[config.mk]
export PLATFORM = sky130hd
export DESIGN_NAME = irq_cascade_top
export DESIGN_NICKNAME = d
export VERILOG_FILES = /design/src/rtl/irq_cascade_pkg.sv /design/src/rtl/irq_prio_enc.sv /design/src/rtl/irq_stage.sv /design/src/rtl/irq_cascade_top.sv
export SDC_FILE = /design/constraint.sdc
export NUM_CORES = 1
export LEC_CHECK = 0
export BUFFER_PORTS_ARGS = -buffer_cell sky130_fd_sc_hd__buf_2
export CAP_MARGIN = 30
export CELL_PAD_IN_SITES_DETAIL_PLACEMENT = 1
export CELL_PAD_IN_SITES_GLOBAL_PLACEMENT = 2
export CORE_AREA = 2 2 113 115
export CTS_BUF_LIST = sky130_fd_sc_hd__clkbuf_16
export CTS_CLUSTER_SIZE = 12
export DETAILED_ROUTE_END_ITERATION = 8
export DIE_AREA = 0 0 115 117
export PLACE_DENSITY_LB_ADDON = 0.1
export SYNTH_ARGS = -nofsm -noshare
export SYNTH_HDL_FRONTEND = slang
export SYNTH_HIERARCHICAL = 1
export SYNTH_SLANG_ARGS = --single-unit
[constraint.sdc]
create_clock -name clk -period 5.7 [get_ports clk]
set_input_delay 0.285 -clock clk [delete_from_list [all_inputs] [get_ports clk]]
set_output_delay 0.285 -clock clk [all_outputs]
set_load 0.005 [all_outputs]
[src/rtl/irq_cascade_pkg.sv]
package irq_cascade_pkg;
  localparam int STAGE_W = 8;
  localparam int IDX_W   = $clog2(STAGE_W);
  localparam int VEC_W   = 8;

  typedef enum logic [1:0] {
    REG_MASK = 2'd0,
    REG_BASE = 2'd1,
    REG_REQ  = 2'd2,
    REG_ISR  = 2'd3
  } reg_sel_e;

  function automatic logic [VEC_W-1:0] vec_of(input logic [VEC_W-1:0] base,
                                               input logic [IDX_W-1:0] idx);
    return base + VEC_W'(idx);
  endfunction

  function automatic logic [STAGE_W-1:0] bit_at(input logic [IDX_W-1:0] idx);
    return STAGE_W'(1) << idx;
  endfunction
endpackage

[src/rtl/irq_prio_enc.sv]
module irq_prio_enc #(
  parameter int W  = 8,
  localparam int IW = $clog2(W)
) (
  input  logic [W-1:0]  vec_i,
  output logic          found_o,
  output logic [IW-1:0] idx_o
);
  always_comb begin
    found_o = |vec_i;
    idx_o   = '0;
    for (int i = W - 1; i >= 0; i--) begin
      if (vec_i[i]) idx_o = IW'(i);
    end
  end
endmodule

[src/rtl/irq_stage.sv]
module irq_stage
  import irq_cascade_pkg::*;
#(
  parameter logic [STAGE_W-1:0] MASK_RST = '1,
  parameter logic [VEC_W-1:0]   BASE_RST = 8'h08
) (
  input  logic               clk,
  input  logic               rst_n,
  input  logic [STAGE_W-1:0] req_i,
  input  logic               mask_we,
  input  logic               base_we,
  input  logic [VEC_W-1:0]   wr_d,
  input  logic               eoi_i,
  input  logic               ack_i,
  output logic               int_o,
  output logic [IDX_W-1:0]   win_o,
  output logic [STAGE_W-1:0] pend_o,
  output logic [STAGE_W-1:0] mask_o,
  output logic [VEC_W-1:0]   base_o,
  output logic [STAGE_W-1:0] isr_o
);
  logic [STAGE_W-1:0] mask_q, isr_q, set_v, clr_v;
  logic [VEC_W-1:0]   base_q;
  logic               p_found, s_found;
  logic [IDX_W-1:0]   p_idx, s_idx;

  assign pend_o = req_i & ~mask_q;

  irq_prio_enc #(.W(STAGE_W)) u_pend_enc (.vec_i(pend_o), .found_o(p_found), .idx_o(p_idx));
  irq_prio_enc #(.W(STAGE_W)) u_isr_enc  (.vec_i(isr_q),  .found_o(s_found), .idx_o(s_idx));

  assign int_o = p_found && (!s_found || (p_idx < s_idx));
  assign win_o = p_idx;
  assign set_v = (ack_i && int_o) ? bit_at(p_idx) : '0;
  assign clr_v = (eoi_i && s_found) ? bit_at(s_idx) : '0;

  always_ff @(posedge clk) begin
    if (!rst_n) begin
      mask_q <= MASK_RST;
      base_q <= BASE_RST;
      isr_q  <= '0;
    end else begin
      if (mask_we) mask_q <= wr_d;
      if (base_we) base_q <= wr_d;
      isr_q <= (isr_q & ~clr_v) | set_v;
    end
  end

  assign mask_o = mask_q;
  assign base_o = base_q;
  assign isr_o  = isr_q;
endmodule

[src/rtl/irq_cascade_top.sv]
module irq_cascade_top
  import irq_cascade_pkg::*;
#(
  parameter int               CASCADE_LINE = 2,
  parameter logic [VEC_W-1:0] PRI_BASE_RST = 8'h08,
  parameter logic [VEC_W-1:0] SEC_BASE_RST = 8'h70,
  localparam int              LINES        = 2 * STAGE_W
) (
  input  logic             clk,
  input  logic             rst_n,
  input  logic [LINES-1:0] irq_lines,
  input  logic             wr_en,
  input  logic [2:0]       wr_addr,
  input  logic [7:0]       wr_data,
  input  logic [2:0]       rd_addr,
  output logic [7:0]       rd_data,
  output logic             cpu_int,
  input  logic             int_ack,
  output logic             vec_vld,
  output logic [7:0]       ack_vector
);
  localparam logic [IDX_W-1:0] CASC_IDX  = IDX_W'(CASCADE_LINE);
  localparam logic [IDX_W-1:0] SPUR_IDX  = IDX_W'(STAGE_W - 1);

  logic [LINES-1:0]   line_q;
  logic [STAGE_W-1:0] pri_req, sec_req;
  logic               pri_int, sec_int;
  logic [IDX_W-1:0]   pri_win, sec_win;
  logic [STAGE_W-1:0] pri_pend, sec_pend, pri_mask, sec_mask, pri_isr, sec_isr;
  logic [VEC_W-1:0]   pri_base, sec_base, vec_d;
  reg_sel_e           wsel, rsel;
  logic               pri_mask_we, sec_mask_we, pri_base_we, sec_base_we;
  logic               pri_eoi, sec_eoi, sec_ack, casc_win, mask_wr;

  always_ff @(posedge clk) begin
    if (!rst_n) line_q <= '0;
    else        line_q <= irq_lines;
  end

  // write decode
  assign wsel        = reg_sel_e'(wr_addr[1:0]);
  assign pri_mask_we = wr_en && !wr_addr[2] && (wsel == REG_MASK);
  assign sec_mask_we = wr_en &&  wr_addr[2] && (wsel == REG_MASK);
  assign pri_base_we = wr_en && !wr_addr[2] && (wsel == REG_BASE);
  assign sec_base_we = wr_en &&  wr_addr[2] && (wsel == REG_BASE);
  assign pri_eoi     = wr_en && !wr_addr[2] && (wsel == REG_REQ);
  assign sec_eoi     = wr_en &&  wr_addr[2] && (wsel == REG_REQ);
  assign mask_wr     = pri_mask_we || sec_mask_we;

  // request routing: the cascade input of the primary is the secondary output
  assign sec_req = line_q[LINES-1:STAGE_W];
  always_comb begin
    pri_req               = line_q[STAGE_W-1:0];
    pri_req[CASCADE_LINE] = sec_int;
  end

  assign casc_win = pri_int && (pri_win == CASC_IDX);
  assign sec_ack  = int_ack && casc_win;

  irq_stage #(.MASK_RST('1), .BASE_RST(SEC_BASE_RST)) u_sec (
    .clk, .rst_n, .req_i(sec_req), .mask_we(sec_mask_we), .base_we(sec_base_we),
    .wr_d(wr_data), .eoi_i(sec_eoi), .ack_i(sec_ack), .int_o(sec_int),
    .win_o(sec_win), .pend_o(sec_pend), .mask_o(sec_mask), .base_o(sec_base),
    .isr_o(sec_isr)
  );

  irq_stage #(.MASK_RST('1), .BASE_RST(PRI_BASE_RST)) u_pri (
    .clk, .rst_n, .req_i(pri_req), .mask_we(pri_mask_we), .base_we(pri_base_we),
    .wr_d(wr_data), .eoi_i(pri_eoi), .ack_i(int_ack), .int_o(pri_int),
    .win_o(pri_win), .pend_o(pri_pend), .mask_o(pri_mask), .base_o(pri_base),
    .isr_o(pri_isr)
  );

  assign cpu_int = pri_int;

  // vector selection
  always_comb begin
    if (!pri_int)      vec_d = vec_of(pri_base, SPUR_IDX);
    else if (casc_win) vec_d = vec_of(sec_base, sec_win);
    else               vec_d = vec_of(pri_base, pri_win);
  end

  always_ff @(posedge clk) begin
    if (!rst_n) begin
      vec_vld    <= 1'b0;
      ack_vector <= '0;
    end else begin
      vec_vld <= int_ack;
      if (int_ack) ack_vector <= vec_d;
    end
  end

  // read mux
  assign rsel = reg_sel_e'(rd_addr[1:0]);
  always_comb begin
    unique case (rsel)
      REG_MASK: rd_data = rd_addr[2] ? sec_mask : pri_mask;
      REG_BASE: rd_data = rd_addr[2] ? sec_base : pri_base;
      REG_REQ:  rd_data = rd_addr[2] ? sec_req  : pri_req;
      default:  rd_data = rd_addr[2] ? sec_isr  : pri_isr;
    endcase
  end
endmodule

==> results of run 1 <==
## registers in the layout, indices dropped and copies added, names as in the netlist
signal	flops
line_q	15
ack_vector	8
u_pri/base_o	8
u_sec/isr_o	8
u_sec/base_o	8
u_pri/mask_o	8
u_pri/isr_o	8
u_sec/mask_o	8
vec_vld	1
## final timing paths
check	slack, ps	cells after the start	from	endpoint
worst max register to register	1020	20	line_q[12]	u_sec/isr_o[2]
worst min-delay path	150	2	irq_lines[6]	line_q[6]
worst max-delay path	1020	20	line_q[12]	u_sec/isr_o[2]
worst min register to register	490	2	ack_vector[1]	ack_vector[1]
## worst max-delay path, cell delays in order, from the launching register on
cell      delay (ps)
dfxtp_1          330
nor2b_1          280
nor2_1            80
o21ai_0          110
a21boi_0         140
buf_4            180
ha_1             340
a21o_1           170
a31oi_1          280
nor2b_1          310
nor2_1           110
a21boi_0         160
buf_4            190
ha_1             280
a21o_1           170
a31oi_1          170
buf_4            260
nand2_1          160
nor2_1           370
nand4b_1         240
o31ai_1          260
## synth_stat cells, drive strengths merged (4+ instances only)
| cell | number |
|---|---|
| a21boi | 4 |
| a21oi | 14 |
| a31oi | 5 |
| and2 | 16 |
| and3b | 4 |
| buf | 17 |
| clkbuf | 4 |
| dfxtp | 72 |
| ha | 11 |
| inv | 18 |
| mux2 | 8 |
| mux2i | 37 |
| mux4 | 16 |
| nand2 | 34 |
| nand2b | 16 |
| nand3 | 12 |
| nand4 | 9 |
| nand4b | 4 |
| nor2 | 23 |
| nor2b | 37 |
| nor3 | 5 |
| nor4 | 4 |
| o211ai | 14 |
| o21ai | 24 |
| o21bai | 4 |
| o311ai | 4 |
| o31ai | 9 |
| o41ai | 6 |
## kinds of logic after synthesis
group           Yosys count
flops                    72
simple gates            179
fa+ha+maj                13
xor+xnor                  4
buf+inv                  39
mux                      61
compound gates          103
## final cells by class
class | instances | area [sq um]
clock buffers | 9 | 225
clock inverters | 7 | 93.8
fillers | 1452 | 7180
inverters | 18 | 67.6
multi-input cells | 360 | 2790
flip-flops and latches | 72 | 1440
well taps | 150 | 188
repair buffers | 61 | 333
## cell usage in the layout (no fill, tap or decap), types with 6 or more instances in the layout
| master | instances |
|---|---|
| dfxtp_1 | 72 |
| and2_1 | 16 |
| buf_2 | 50 |
| nand2_1 | 34 |
| inv_1 | 18 |
| mux4_2 | 16 |
| clkbuf_16 | 9 |
| ha_1 | 11 |
| o21ai_0 | 24 |
| nand3_1 | 12 |
| o31ai_1 | 9 |
| nand4_1 | 9 |
| a21oi_1 | 12 |
| nand2b_1 | 16 |
| nor2b_1 | 37 |
| mux2_2 | 8 |
| buf_4 | 11 |
| nor2_1 | 23 |
| o41ai_1 | 6 |
| mux2i_1 | 37 |
| o211ai_1 | 14 |
## power by group through the flow
stage	combinational, mW	sequential [mW]	clock, mW
3_3_place_gp	0.132	0.542	0
2_1_floorplan	0.0860	0.538	0
5_1_grt	0.147	0.533	0.655
4_1_cts	0.135	0.531	0.632
6_report	0.133	0.531	0.617
3_5_place_dp	0.134	0.542	0
## metal layers
| layer | track usage, % | up-vias | share of wire (%) |
|---|---|---|---|
| met5 | 0 | - | 0 |
| met4 | 8.11 | 0 | 1.9 |
| li1 | - | 1842 | - |
| met2 | 34.5 | 83 | 45 |
| met3 | 3.76 | 24 | 4.0 |
| met1 | 30.0 | 1901 | 49 |
==> flow_metrics.tcl, run 1 <==
set metrics [dict create \
    numCtsBuffers 9 \
    cellPowerDensity_mw_per_mm2 249 \
    dr.pass1.iters 4 \
    boundaryPins 52 \
    holdBufCountCts 0 \
    clockBufferDepth 2 \
    worstPathMaxFanout 20 \
    yosysSeqAreaShare_pct 32.8 \
    slew_violations 0 \
    layout.cells.non_filler 677 \
    rsz0062_at_grt "no" \
    final_nets 569 \
    portBuffers 50 \
    required_ps 5950 \
    synth_area_per_cell_sq_um 9.34 \
    core_sq_mm 0.0123 \
    power_mw 1.28 \
    power.leakage_nw 1.82 \
    clkSlewWorstSetupHoldPaths_ps 60 \
    cts_max_level 3 \
    whs_ps 149 \
    fin_ws_ps 1020 \
    pwr-share-clk_pct 48.1 \
    synth_fa_ha_area_share_pct 4.04 \
    hold_viol 0 \
    synthesis.area_sq_mm 0.00440 \
    cts_tree "yes" \
    numClockSinks 72 \
    dieWidth_um 115 \
    crit_path_end_kind "register" \
    synthTopCellsByArea "dfxtp_1 33%, mux2i_1 8.4%, mux4_2 8.2%" \
    dr_total_vias 3850 \
    max_slew_margin_pct 37.5 \
    placed_cells 660 \
    rows 41 \
    synth-xor-area-share_pct 0.797 \
    postLayoutCellArea_sq_mm 0.00513 \
    place_area_sq_mm 0.00481 \
    worst_pin_slew_ps 926 \
    seqPwrFrac_pct 41.5 \
    synth.top_cell.area_share_pct 32.8 \
    wl_um 13800 \
    p_int_mw 0.967 \
    fin_crit_sh_pct 82.1 \
    cp_data_arrival_time_ps 4930 \
    max_cap_viol_count 0 \
    drc_errors 0 \
    synth_edf_count 0 \
    synth_compound_area_share_pct 16.4 \
    synthMuxAreaShare_pct 18.7 \
    hold_class "primary input to register" \
    critPathLaunchType "register" \
    cts-resized-gates 0 \
    synthArstFlopShare_pct 0 \
    synthToLayoutAreaGrowth_pct 16.7 \
    synth_seq_cells 72 \
    period_minus_slack_ps 4680 \
    wl_per_cell_um 20.3 \
    ir_drop_mv 0.132 \
    syn_nets 518 \
    grt_pass1_vias 3903 \
    clk_latency_ps 340 \
    drive_gt1_share_pct 21.4 \
    dp_hpwl_um 10400 \
    gp_congestion 0.795 \
    final_antenna_net_count 0 \
    grt_use_total_pct 21.8 \
    place_ws_ps 1080 \
    root_buffer "clkbuf_16" \
    netlist.top_cell.by_area "dfxtp_1" \
    drtIter0Drc 177 \
    tns_ps 0 \
    cts_setup_buffers 0 \
    switchingPower_mw 0.313 \
    status "completed" \
    num_antenna_cells 0 \
    dieArea_sq_mm 0.0135 \
    die_h_um 117 \
    yosysUniqueCellTypes 58 \
    synth_top_family_by_area "simple AND/OR/NAND/NOR gates" \
    syn_inst 471 \
    worst-setup-path-type "register to register" \
    synth_flop_cell "dfxtp_1" \
    swShare_pct 24.5 \
    comb_power_share_pct 10.4 \
    setup_viol 0 \
    vias_per_cell 5.69 \
    antenna_found_initial 0 \
    grt_pass1_wl_um 22000 \
    skew_ps 4.42 \
    max_freq_mhz 214 \
    synth-simple-area-share_pct 23.5 \
    overflow 0 \
    start_util_pct 35.7 \
    final_core_util_pct 41.7 \
    grt_max_degree 81 \
    ys_warn_count 6 \
]
No activity file was read; power rests on OpenSTA's default activity.
==> run 2, diff against run 1 <==
- CORE_AREA: 2 2 113 115 -> 2 2 119 121
- DIE_AREA: 0 0 115 117 -> 0 0 121 123
- clock period: 5.7 -> 4 ns (I/O delays scaled with it)
==> run 2 against run 1 <==
Total power up 40%. Cell count up 14%. Critical path depth down 2. First-iteration DRC count down 15%. Clock skew up 1.3 ps. Largest power group unchanged.
==> flow_metrics.tcl, run 2 (synthesized netlist as in run 1, its figures left out) <==
set metrics [dict create \
    numClockSinks 72 \
    final_core_util_pct 42.9 \
    swShare_pct 25.6 \
    crit_path_top_delay_cell "a2111oi_0" \
    start_util_pct 32.3 \
    power_mw 1.79 \
    place_ws_ps -182 \
    worst-setup-path-type "register to register" \
    largest_reg_flops 15 \
    drtIter0Drc 151 \
    antenna_found_initial 0 \
    setup_viol 0 \
    dp_hpwl_um 11400 \
    seqPwrFrac_pct 42.3 \
    top_register "line_q" \
    slew_violations 0 \
    worst_pin_slew_ps 974 \
    critPathLaunchType "register" \
    clkSlewWorstSetupHoldPaths_ps 60 \
    cp-startpoint "line_q[12]" \
    clk_latency_ps 340 \
    tns_ps 0 \
    hp-start "irq_lines[9]" \
    die_h_um 123 \
    max_freq_mhz 257 \
    dr.pass1.iters 4 \
    power.leakage_nw 2.21 \
    path_cells "nor2b_4, nor2_1, o21ai_1, a21boi_2, ha_1, a21o_1, a31oi_4, nor2b_4, buf_4, o41ai_2, buf_4, ha_2, inv_1, fa_1, nand2b_4, a2111oi_0, or2_2, o31ai_1" \
    wl_um 15000 \
    fin_ws_ps 108 \
    final_cell_mix "73 x buf_4, 71 x dfxtp_1, 51 x buf_2" \
    layout.cells.non_filler 772 \
    period_minus_slack_ps 3890 \
    whs_ps 63.3 \
    cts_max_level 3 \
    grt_pass1_wl_um 23900 \
    hold_class "primary input to register" \
    comb_power_share_pct 12.4 \
    overflow 0 \
    dr_total_vias 4133 \
    wl_per_cell_um 19.4 \
    root_buffer "clkbuf_16" \
    layout_commonest_cell "buf_4" \
    worstPathMaxFanout 5 \
    drc_errors 0 \
    postLayoutCellArea_sq_mm 0.00584 \
    gp_congestion 0.833 \
    grt_max_degree 44 \
    required_ps 4220 \
    fin_crit_sh_pct 97.3 \
    final_antenna_net_count 0 \
    place_area_sq_mm 0.00524 \
    dieWidth_um 121 \
    hold_viol 0 \
    drive_gt1_share_pct 35.6 \
    num_antenna_cells 0 \
    core_sq_mm 0.0136 \
    numCtsBuffers 9 \
    boundaryPins 52 \
    cp_data_arrival_time_ps 4110 \
    switchingPower_mw 0.458 \
    crit_path_end_kind "register" \
    clockBufferDepth 2 \
    placed_cells 742 \
    ir_drop_mv 0.180 \
    synthToLayoutAreaGrowth_pct 32.8 \
    vias_per_cell 5.35 \
    grt_pass1_vias 4365 \
    max_cap_viol_count 0 \
    portBuffers 50 \
    rows 43 \
    cellPowerDensity_mw_per_mm2 307 \
    holdPathStages 2 \
    skew_ps 5.73 \
    pwr-share-clk_pct 45.4 \
    dieArea_sq_mm 0.0149 \
    cts_tree "yes" \
    status "completed" \
    r2r_cells 18 \
    final_nets 634 \
    cp_slowest_stage_delay_ps 450 \
    grt_use_total_pct 21.1 \
    max_slew_margin_pct 34.8 \
    p_int_mw 1.34 \
    worstReg2RegStart "line_q[12]" \
]
## run 2: cell count changes in the layout (fill, tap and decap cells not counted), sizes merged
cell      before  now
buf           61  126
clkinvlp       0    2
bufinv         2    1
inv           20   19
## run 2: timing repair
action | 4_1_cts | 5_1_grt
endpoints found under the setup margin | 13 | 15
gates cloned | 0 | 1
hold buffers | 0 | 0
buffers inserted | 6 | 7
resized for setup | 11 | 38
pin swaps | 2 | 14
## run 2: worst paths after layout
check | endpoint | slack [ps]
worst max-delay path | ack_vector[6] | 110
worst max register to register | ack_vector[6] | 110
worst min register to register | ack_vector[6] | 490
worst min-delay path | line_q[9] | 60
## run 2: power groups by stage
stage / clock network [mW] / logic (mW) / registers (mW)
2_1_floorplan: 0 / 0.123 / 0.766
3_3_place_gp: 0 / 0.204 / 0.771
3_5_place_dp: 0 / 0.209 / 0.773
4_1_cts: 0.838 / 0.214 / 0.757
5_1_grt: 0.874 / 0.244 / 0.761
6_report: 0.814 / 0.222 / 0.758
## run 2: routing by layer
metal | vias up | share of wire (%) | global-route usage, %
met5 | - | 0 | 0
met4 | 0 | 1.6 | 7.05
met3 | 16 | 3.6 | 3.09
met2 | 92 | 47 | 34.3
met1 | 2044 | 48 | 28.8
li1 | 1981 | - | -
## run 2: critical path, delay by kind of cell, from the launching register on
family / cells / cell delay, ps
buffers and inverters: 3 / 360
AND/OR/NAND/NOR: 5 / 830
flip-flops: 1 / 350
AO/OA/AOI/OAI: 7 / 1340
adder cells (fa/ha/maj): 3 / 890
## run 2: area by class of cell
class	count	area [sq um]
clock buffers	9	225
inverters	18	67.6
clock inverters	7	71.3
well taps	180	225
repair buffers	126	826
fillers	1564	7770
multi-input cells	360	2980
flip-flops and latches	72	1440
